--- config.mk ---
export PLATFORM = sky130hd
export DESIGN_NAME = fpbox_unit
export DESIGN_NICKNAME = d
export VERILOG_FILES = /design/src/rtl/fpbox_pkg.sv /design/src/rtl/fpbox_unbox.sv /design/src/rtl/fpbox_box.sv /design/src/rtl/fpbox_unit.sv
export SDC_FILE = /design/constraint.sdc
export NUM_CORES = 1
export LEC_CHECK = 0
export BUFFER_PORTS_ARGS = -buffer_cell sky130_fd_sc_hd__buf_2
export CORE_MARGIN = 2
export CORE_UTILIZATION = 25
export CTS_CLUSTER_DIAMETER = 120
export CTS_CLUSTER_SIZE = 25
export DETAILED_ROUTE_END_ITERATION = 10
export PLACE_DENSITY = 0.47
export SLEW_MARGIN = 20
export SYNTH_ARGS = -nofsm -noshare
export SYNTH_HDL_FRONTEND = slang
export SYNTH_SLANG_ARGS = --single-unit
--- constraint.sdc ---
create_clock -name clk -period 3.2 [get_ports clk]
set_input_delay 0.16 -clock clk [delete_from_list [all_inputs] [get_ports clk]]
set_output_delay 0.16 -clock clk [all_outputs]
set_load 0.05 [all_outputs]
--- src/rtl/fpbox_pkg.sv ---
package fpbox_pkg;
    localparam int FLEN   = 64;
    localparam int SGL_W  = 32;
    localparam int HALF_W = 16;

    typedef enum logic [1:0] {
        PREC_SGL  = 2'b00,
        PREC_DBL  = 2'b01,
        PREC_HALF = 2'b10,
        PREC_RSVD = 2'b11
    } prec_e;

    localparam logic [SGL_W-1:0]  CNAN_SGL  = 32'h7FC0_0000;
    localparam logic [HALF_W-1:0] CNAN_HALF = 16'h7E00;
endpackage

--- src/rtl/fpbox_unbox.sv ---
module fpbox_unbox
    import fpbox_pkg::*;
(
    input  logic [FLEN-1:0] reg_val,
    input  prec_e           prec,
    input  logic            xfer,
    output logic [FLEN-1:0] operand,
    output logic            box_ok
);
    localparam int SGL_PAD  = FLEN - SGL_W;
    localparam int HALF_PAD = FLEN - HALF_W;

    always_comb begin
        unique case (prec)
            PREC_SGL: begin
                box_ok  = &reg_val[FLEN-1:SGL_W];
                operand = {{SGL_PAD{1'b0}},
                           (box_ok || xfer) ? reg_val[SGL_W-1:0] : CNAN_SGL};
            end
            PREC_HALF: begin
                box_ok  = &reg_val[FLEN-1:HALF_W];
                operand = {{HALF_PAD{1'b0}},
                           (box_ok || xfer) ? reg_val[HALF_W-1:0] : CNAN_HALF};
            end
            default: begin
                box_ok  = 1'b1;
                operand = reg_val;
            end
        endcase
    end
endmodule

--- src/rtl/fpbox_box.sv ---
module fpbox_box
    import fpbox_pkg::*;
(
    input  logic [FLEN-1:0] data_in,
    input  prec_e           prec,
    output logic [FLEN-1:0] boxed
);
    localparam int SGL_PAD  = FLEN - SGL_W;
    localparam int HALF_PAD = FLEN - HALF_W;

    always_comb begin
        unique case (prec)
            PREC_SGL:  boxed = {{SGL_PAD{1'b1}},  data_in[SGL_W-1:0]};
            PREC_HALF: boxed = {{HALF_PAD{1'b1}}, data_in[HALF_W-1:0]};
            default:   boxed = data_in;
        endcase
    end
endmodule

--- src/rtl/fpbox_unit.sv ---
module fpbox_unit
    import fpbox_pkg::*;
#(
    parameter int NUM_SRC = 3
) (
    input  logic                    clk,
    input  logic                    rst_n,
    input  logic                    rd_valid,
    input  logic [1:0]              rd_prec,
    input  logic                    rd_xfer,
    input  logic [NUM_SRC*FLEN-1:0] rd_val,
    output logic                    op_valid,
    output logic [NUM_SRC*FLEN-1:0] op_data,
    output logic [NUM_SRC-1:0]      op_box_ok,
    input  logic                    wr_valid,
    input  logic [1:0]              wr_prec,
    input  logic [FLEN-1:0]         wr_data,
    output logic                    wb_valid,
    output logic [FLEN-1:0]         wb_data
);
    localparam int VEC_W = NUM_SRC * FLEN;

    prec_e            rd_prec_e;
    prec_e            wr_prec_e;
    logic [VEC_W-1:0] op_next;
    logic [NUM_SRC-1:0] ok_next;
    logic [FLEN-1:0]  wb_next;

    assign rd_prec_e = prec_e'(rd_prec);
    assign wr_prec_e = prec_e'(wr_prec);

    // Read side: one checker per source operand
    for (genvar g = 0; g < NUM_SRC; g++) begin : g_src
        fpbox_unbox u_unbox (
            .reg_val (rd_val[g*FLEN +: FLEN]),
            .prec    (rd_prec_e),
            .xfer    (rd_xfer),
            .operand (op_next[g*FLEN +: FLEN]),
            .box_ok  (ok_next[g])
        );

        assert_sgl_status_R4: assert property (@(posedge clk) disable iff (!rst_n)
            op_valid && $past(rd_prec) == 2'b00 |->
            op_box_ok[g] == (&$past(rd_val[g*FLEN+SGL_W +: SGL_W])));

        assert_sgl_canon_R4: assert property (@(posedge clk) disable iff (!rst_n)
            op_valid && $past(rd_prec) == 2'b00 && !$past(rd_xfer) &&
            !(&$past(rd_val[g*FLEN+SGL_W +: SGL_W])) |->
            op_data[g*FLEN +: SGL_W] == CNAN_SGL);

        assert_half_canon_R5: assert property (@(posedge clk) disable iff (!rst_n)
            op_valid && $past(rd_prec) == 2'b10 && !$past(rd_xfer) &&
            !(&$past(rd_val[g*FLEN+HALF_W +: FLEN-HALF_W])) |->
            op_data[g*FLEN +: HALF_W] == CNAN_HALF);

        assert_xfer_low_R6: assert property (@(posedge clk) disable iff (!rst_n)
            op_valid && $past(rd_xfer) && $past(rd_prec) == 2'b00 |->
            op_data[g*FLEN +: FLEN] == {32'h0, $past(rd_val[g*FLEN +: SGL_W])});

        assert_dbl_pass_R7: assert property (@(posedge clk) disable iff (!rst_n)
            op_valid && $past(rd_prec) == 2'b01 |->
            op_data[g*FLEN +: FLEN] == $past(rd_val[g*FLEN +: FLEN]) && op_box_ok[g]);
    end

    // Write side: boxing shared by compute results and incoming transfers
    fpbox_box u_box (
        .data_in (wr_data),
        .prec    (wr_prec_e),
        .boxed   (wb_next)
    );

    always_ff @(posedge clk) begin
        if (!rst_n) begin
            op_valid  <= 1'b0;
            op_data   <= '0;
            op_box_ok <= '0;
        end else begin
            op_valid <= rd_valid;
            if (rd_valid) begin
                op_data   <= op_next;
                op_box_ok <= ok_next;
            end
        end
    end

    always_ff @(posedge clk) begin
        if (!rst_n) begin
            wb_valid <= 1'b0;
            wb_data  <= '0;
        end else begin
            wb_valid <= wr_valid;
            if (wr_valid) wb_data <= wb_next;
        end
    end

    assert_wb_upper_R2: assert property (@(posedge clk) disable iff (!rst_n)
        wb_valid && $past(wr_prec) == 2'b00 |->
        &wb_data[FLEN-1:SGL_W] && wb_data[SGL_W-1:0] == $past(wr_data[SGL_W-1:0]));

    assert_wb_dbl_R3: assert property (@(posedge clk) disable iff (!rst_n)
        wb_valid && $past(wr_prec) == 2'b01 |-> wb_data == $past(wr_data));

    assert_hold_R11: assert property (@(posedge clk) disable iff (!rst_n)
        !$past(wr_valid) && $past(rst_n) |-> $stable(wb_data));
endmodule

## Word level (Yosys, flattened, before mapping)

Index checks and enable logic that the tools add are counted.

- Equality and inequality tests: 2
- Multiply operators: 0
- Reduce and logical (&&, ||, !) cells: 14
- $add $sub $neg: 0
- $lt $le $gt $ge: 0
- Divide/modulo/power cells: 0
- Shifts and indexed selects: 0
- Bitwise operators: 0
- Muxes and demuxes: 13

Operators by type and width:

| kind | count |
|---|---|
| 64-bit case mux with 2 select lines | 4 |
| 48-bit AND reduction | 3 |
| 32-bit two-way mux | 3 |
| 32-bit AND reduction | 3 |
| 16-bit two-way mux | 3 |
| 1-bit logical OR | 6 |
| 1-bit case mux with 2 select lines | 3 |
| 2-bit equality test (second input constant) | 2 |
| 2-bit zero test | 2 |

- Bits in latches: 0
- Word-level logic and storage cells: 34
- Memory bits (writable): 0
- Flip-flop bits (word level): 261
- Memories: 0
- Bits of input ports: 265
- ROM bits: 0
- Output and inout bits: 261

## Longest topological paths before layout

- Word-level depth: 4
- Mapped depth: 6
- Gate-level depth less buffers: 5

## By module

A second synthesis with hierarchy kept.

- Cell total of the unflattened synthesis: 1208
- Area, all modules: 12323.1 µm²

By module, submodules not included:

| module | instances | area each (µm²) | cells each | sequential area each (µm²) |
|---|---|---|---|---|
| fpbox_unit | 1 | 9828.2 | 839 | 5225.0 |
| fpbox_unbox | 3 | 678.2 | 100 | 0.0 |
| fpbox_box | 1 | 460.4 | 69 | 0.0 |

## Least setup slack after synthesis

No wires, ideal clock.

- Kind: input port to flip-flop
- Start: input rd_val[182]
- End: register op_data[137]
- Data arrival time: 1.307 ns
- Library setup time: 0.122 ns
- Cell stages on the path: 5
- Path slack: 1.772 ns
- Cell sequence: nand4_1 or4_4 nor2_4 a211oi_1 a221o_1

- Longest elaborated chain between the ends: 4

RTL lines:

| what | RTL line | RTL |
|---|---|---|
| start: declaration | fpbox_unit.sv:11 | `input logic [NUM_SRC*FLEN-1:0] rd_val,` |
| 48-bit AND reduction / 32-bit AND reduction (equally long branches) | fpbox_unbox.sv:21, fpbox_unbox.sv:16 |  |
| 1-bit logical OR, on equally long branches | fpbox_unbox.sv:23, fpbox_unbox.sv:18 |  |
| 16-bit two-way mux / 32-bit two-way mux (equally long branches) | fpbox_unbox.sv:23, fpbox_unbox.sv:18 |  |
| 64-bit case mux with 2 select lines * | fpbox_unbox.sv:14 | `unique case (prec)` |
| end signal: assignment | fpbox_unit.sv:80 | `op_data <= op_next;` |
| end: declaration | fpbox_unit.sv:13 | `output logic [NUM_SRC*FLEN-1:0] op_data,` |

Every way passes the cells marked *; elsewhere a longest branch is shown, timed or not.
A chain may end at the register's enable or synchronous reset.

## Worst setup path in the final report

- Start: input rd_val[47]
- End: register op_data[3]

Same word-level chain as after synthesis.

==> results <==
- After floorplanning, the core was sized to cover between 30,000 and 40,000 sq um.
- The unique cell type count in the Yosys netlist is 43.
- The TritonCTS clock tree is built.
- From bottom edge to top edge, the die measures around 200 microns.
- No sink is reached through more buffers than the 3 on the longest clock path.
- The worst setup path is of the input pin to flop kind.
- Once detail routing completed, the nets flagged for antenna violations numbered 0.
- The sequential fraction of design power is 0.482.
- For this run, the number of Yosys warnings is 0.
- The count of cells resized by post-cts repair is 0.
- Along the worst path, the maximum fanout reaches 10.
- Timing analysis after detailed placement gives a worst setup slack of between 800 and 900 ps.
- From synthesis to final layout, the design area changed by 58.6%.
- In this run, the number of DRC markers left after iteration 0 of detailed routing was about 500.
- In the final routed layout, each cell accounts on average for ~18 microns.
- The non-filler instance count after layout is 2,312.
- For this run, the top clock speed supported by timing is around 400 MHz.
- Of the total power, the share spent switching nets is 0.326.
- The setup total negative slack is 0 ps.
- The number of slew-limit violations in the final report is 0.
- The clock arrives with 0 ps of skew.
- The placed wire-length estimate is roughly 31 mm.
- Dividing total power by cell area gives a power density of approximately 460 nW/um^2.
- The H-tree depth is 1.
- The number of instances in the synthesized netlist is 1,066.
- Counting both buffers and inverters, the worst setup path holds a total of 3.
- In the final design database the tool counted about 2,000 nets.
- Using the TritonRoute via totals, the vias-per-cell ratio works out to ~4.6.
- The largest stage delay on the critical path is between 800 and 900 ps.
- The worst slew margin relative to its limit is 0.287.
- The type of element launching the critical path is an input pin.
- The count of buffers inserted at the top-level ports is 525.
- Entering global routing, the biggest net connects just under 100 pins.
- The die covers between 40,000 and 50,000 sq um.
- The combinational share of power is 0.243.
- STA puts the critical path data arrival time at roughly 3000 ps.
- The post-route worst setup slack is around 700 ps.
- A synthesized cell averages between 9 and 10 sq um.
- In the synthesized netlist the dominant register cell turns out to be sky130_fd_sc_hd__dfxtp_1.
- The total number of clock tree sinks is around 260.
- At the later pin of the worst-skew pair, clock insertion delay measures 510 ps.
- Row generation in the floorplan step produced 73 rows.
- The flow ran to the end, and the final reports show no timing, DRC or antenna violations.
- The worst setup path is captured at a flop.
- The internal power component is between 4000 and 5000 uW.
- The flop-to-flop setup slack is between 1500 and 2000 ps.
- Data on the critical path is required at its endpoint by around 3700 ps.
- Setup violations remaining at the end of the flow were counted as 0.
- The fraction of registers with async set or reset after synthesis is 0.
- The number of instances in the placed design is 2,052.
- In the final layout, the share of cells above drive strength 1 is 0.348.
- The filler cell count in the final layout is roughly 4,000.
- In this run, synthesis produced a sequential element count of roughly 260.
- The sequential cells in the finished layout cover a total of ~5200 sq um.
- The minimum clock period is ~2500 ps.
- The leakage power total is a little over 0.007 uW.
- Traced cell by cell, the critical path runs through dlygate4sd3_1 -> buf_2 -> nand4_1 -> nor4_1 -> buf_4 -> o2111ai_1 -> a21oi_4 -> a22o_1.
- The total detailed-routing wirelength is approximately 42 mm.
- The buffer type at the clock tree root is sky130_fd_sc_hd__clkbuf_16.
- After clock tree synthesis, the clock-pin slew on the worst setup and hold paths is approximately 100 ps.
- The share of the Yosys chip area taken by registers is 0.518.
- The overflow left after global routing is 0.
- Setup repair after global routing left no endpoint under its margin.
- VDD sags by at most 272 uV.
- The top cell types in the final layout, fill and taps aside, are sky130_fd_sc_hd__buf_2, sky130_fd_sc_hd__dfxtp_1, sky130_fd_sc_hd__dlygate4sd3_1.
- Max-cap violations in this run came to 0.
- Dividing the final minimum period by the clock period gives 0.781.
- The global routing usage summed across all routing layers is 0.191.
- Of the total power, the clock network draws 0.275.
- For this design, the slowest cell found on the critical path is sky130_fd_sc_hd__nor4_1.
- During I/O placement, the number of pins put on the boundary was 526.
- The netlist area before placement is around 10,000 sq um.
- At the end of routability-driven placement, the weighted congestion stood at around 0.83.
- The number of nets handed over by synthesis was around 1,300.
- For this run, the detailed router's first-pass iteration total came to 5.
- Measured on the finished design, the core utilization comes to 0.402.
- For the pin with the worst max-slew slack, the measured transition is roughly 1100 ps.
- The min-delay analysis places its worst path in the category input pin to flop.
- Measured along the x axis, the die boundary spans 205 microns.
- The count of unresolved DRC violations after routing is 0.
- Counting flops with a built-in enable in the synthesized netlist gives 0.
- The initial utilization of the core area, before any placement, comes to 0.254.
- The total via count in the routed design is 10,600.
- The number of buffers inserted during clock tree synthesis is 14.
- The combined area of the multi-input logic cells is 4480 sq um.
- The most common cell after layout, fill and taps aside is sky130_fd_sc_hd__buf_2.
- The number of antenna violations at the first check in global routing is 4.
- The switching component of the power is between 2000 and 2500 uW.
- The cell family contributing the most delay on the critical path is buffers and inverters.
- The final total power is about 7300 uW.
- The first global-routing pass estimated 62.5 mm of wire.
- The number of global-route vias before repair is 10,800.
- The hold violation count in the final report is 0.
## tightest hold or removal path: stages
cell and delay (ps):
sky130_fd_sc_hd__buf_2 90, sky130_fd_sc_hd__nand2_1 40, sky130_fd_sc_hd__o22ai_1 90, sky130_fd_sc_hd__and2_1 130
## final timing paths
| kind | from | to | depth (start not counted) |
|---|---|---|---|
| worst max-delay path | rd_val[47] | op_data[3] | 8 |
| worst min-delay path | rd_val[147] | op_data[147] | 4 |
| worst max register to register | wb_data[38] | wb_data[38] | 3 |
| worst min register to register | op_data[10] | op_data[10] | 2 |
## cell usage after synthesis, types with 5 or more instances
cell type | n | share of area
sky130_fd_sc_hd__buf_2 | 9 | 0.0045
sky130_fd_sc_hd__nor2_1 | 45 | 0.017
sky130_fd_sc_hd__nor2b_1 | 153 | 0.095
sky130_fd_sc_hd__a22o_1 | 30 | 0.026
sky130_fd_sc_hd__inv_1 | 25 | 0.0093
sky130_fd_sc_hd__a21boi_0 | 28 | 0.021
sky130_fd_sc_hd__a31oi_1 | 6 | 0.0037
sky130_fd_sc_hd__a21oi_1 | 70 | 0.035
sky130_fd_sc_hd__and2_1 | 24 | 0.015
sky130_fd_sc_hd__nand4_1 | 52 | 0.032
sky130_fd_sc_hd__nand2b_1 | 29 | 0.018
sky130_fd_sc_hd__dfxtp_1 | 261 | 0.52
sky130_fd_sc_hd__nand2_1 | 66 | 0.025
sky130_fd_sc_hd__mux2i_1 | 16 | 0.016
sky130_fd_sc_hd__o21ai_0 | 5 | 0.0025
sky130_fd_sc_hd__o21ai_1 | 44 | 0.022
sky130_fd_sc_hd__nand3_1 | 30 | 0.015
sky130_fd_sc_hd__o221a_2 | 47 | 0.052
sky130_fd_sc_hd__clkbuf_1 | 66 | 0.025
sky130_fd_sc_hd__o22ai_1 | 21 | 0.013
## per-stage QoR
stage          hold slack (ps)  instance area [sq um]
2_1_floorplan              271                  10100
3_3_place_gp               371                  13200
3_5_place_dp               374                  13200
4_1_cts                   4.45                  16000
5_1_grt                   38.0                  16000
6_report                  29.5                  16000
## registers in the layout, summed over array words and instances (netlist names)
register   flops
op_data      192
wb_valid       1
op_box_ok      3
wb_data       64
op_valid       1
## power groups by stage
stage          logic [uW]  registers [uW]  clock network, uW
2_1_floorplan         385            4200                  0
3_3_place_gp         1540            3580                  0
3_5_place_dp         1540            3590                  0
4_1_cts              1780            3510               2120
5_1_grt              1880            3540               2210
6_report             1770            3510               2010
## cell type report
type                       instances  area share
antenna                            2    0.000313
clock buffer                      17      0.0239
clock inverter                     2     0.00102
inverter                          27     0.00634
multi-input combinational        702       0.280
sequential                       261       0.327
tap                              525      0.0411
timing repair buffer             776       0.321
## logic make-up after synthesis
| kind of cell | share of synthesized area |
|---|---|
| simple gates | 0.234 |
| compound gates | 0.193 |
| flops | 0.518 |
| buf+inv | 0.0395 |
| mux | 0.0159 |
## routing by layer
layer / global-route usage / up-vias / wire [microns]
met4: 0.0787 / 2 / 1830
met3: 0.0426 / 80 / 2780
met2: 0.323 / 370 / 19900
met5: 0 / - / 11
li1: - / 5181 / -
met1: 0.234 / 5008 / 17700
## what timing repair did
item                      CTS  global route
setup buffers               0             0
hold endpoints to repair  238             0
hold buffers              239             0
(Power assumes the default switching activity.)
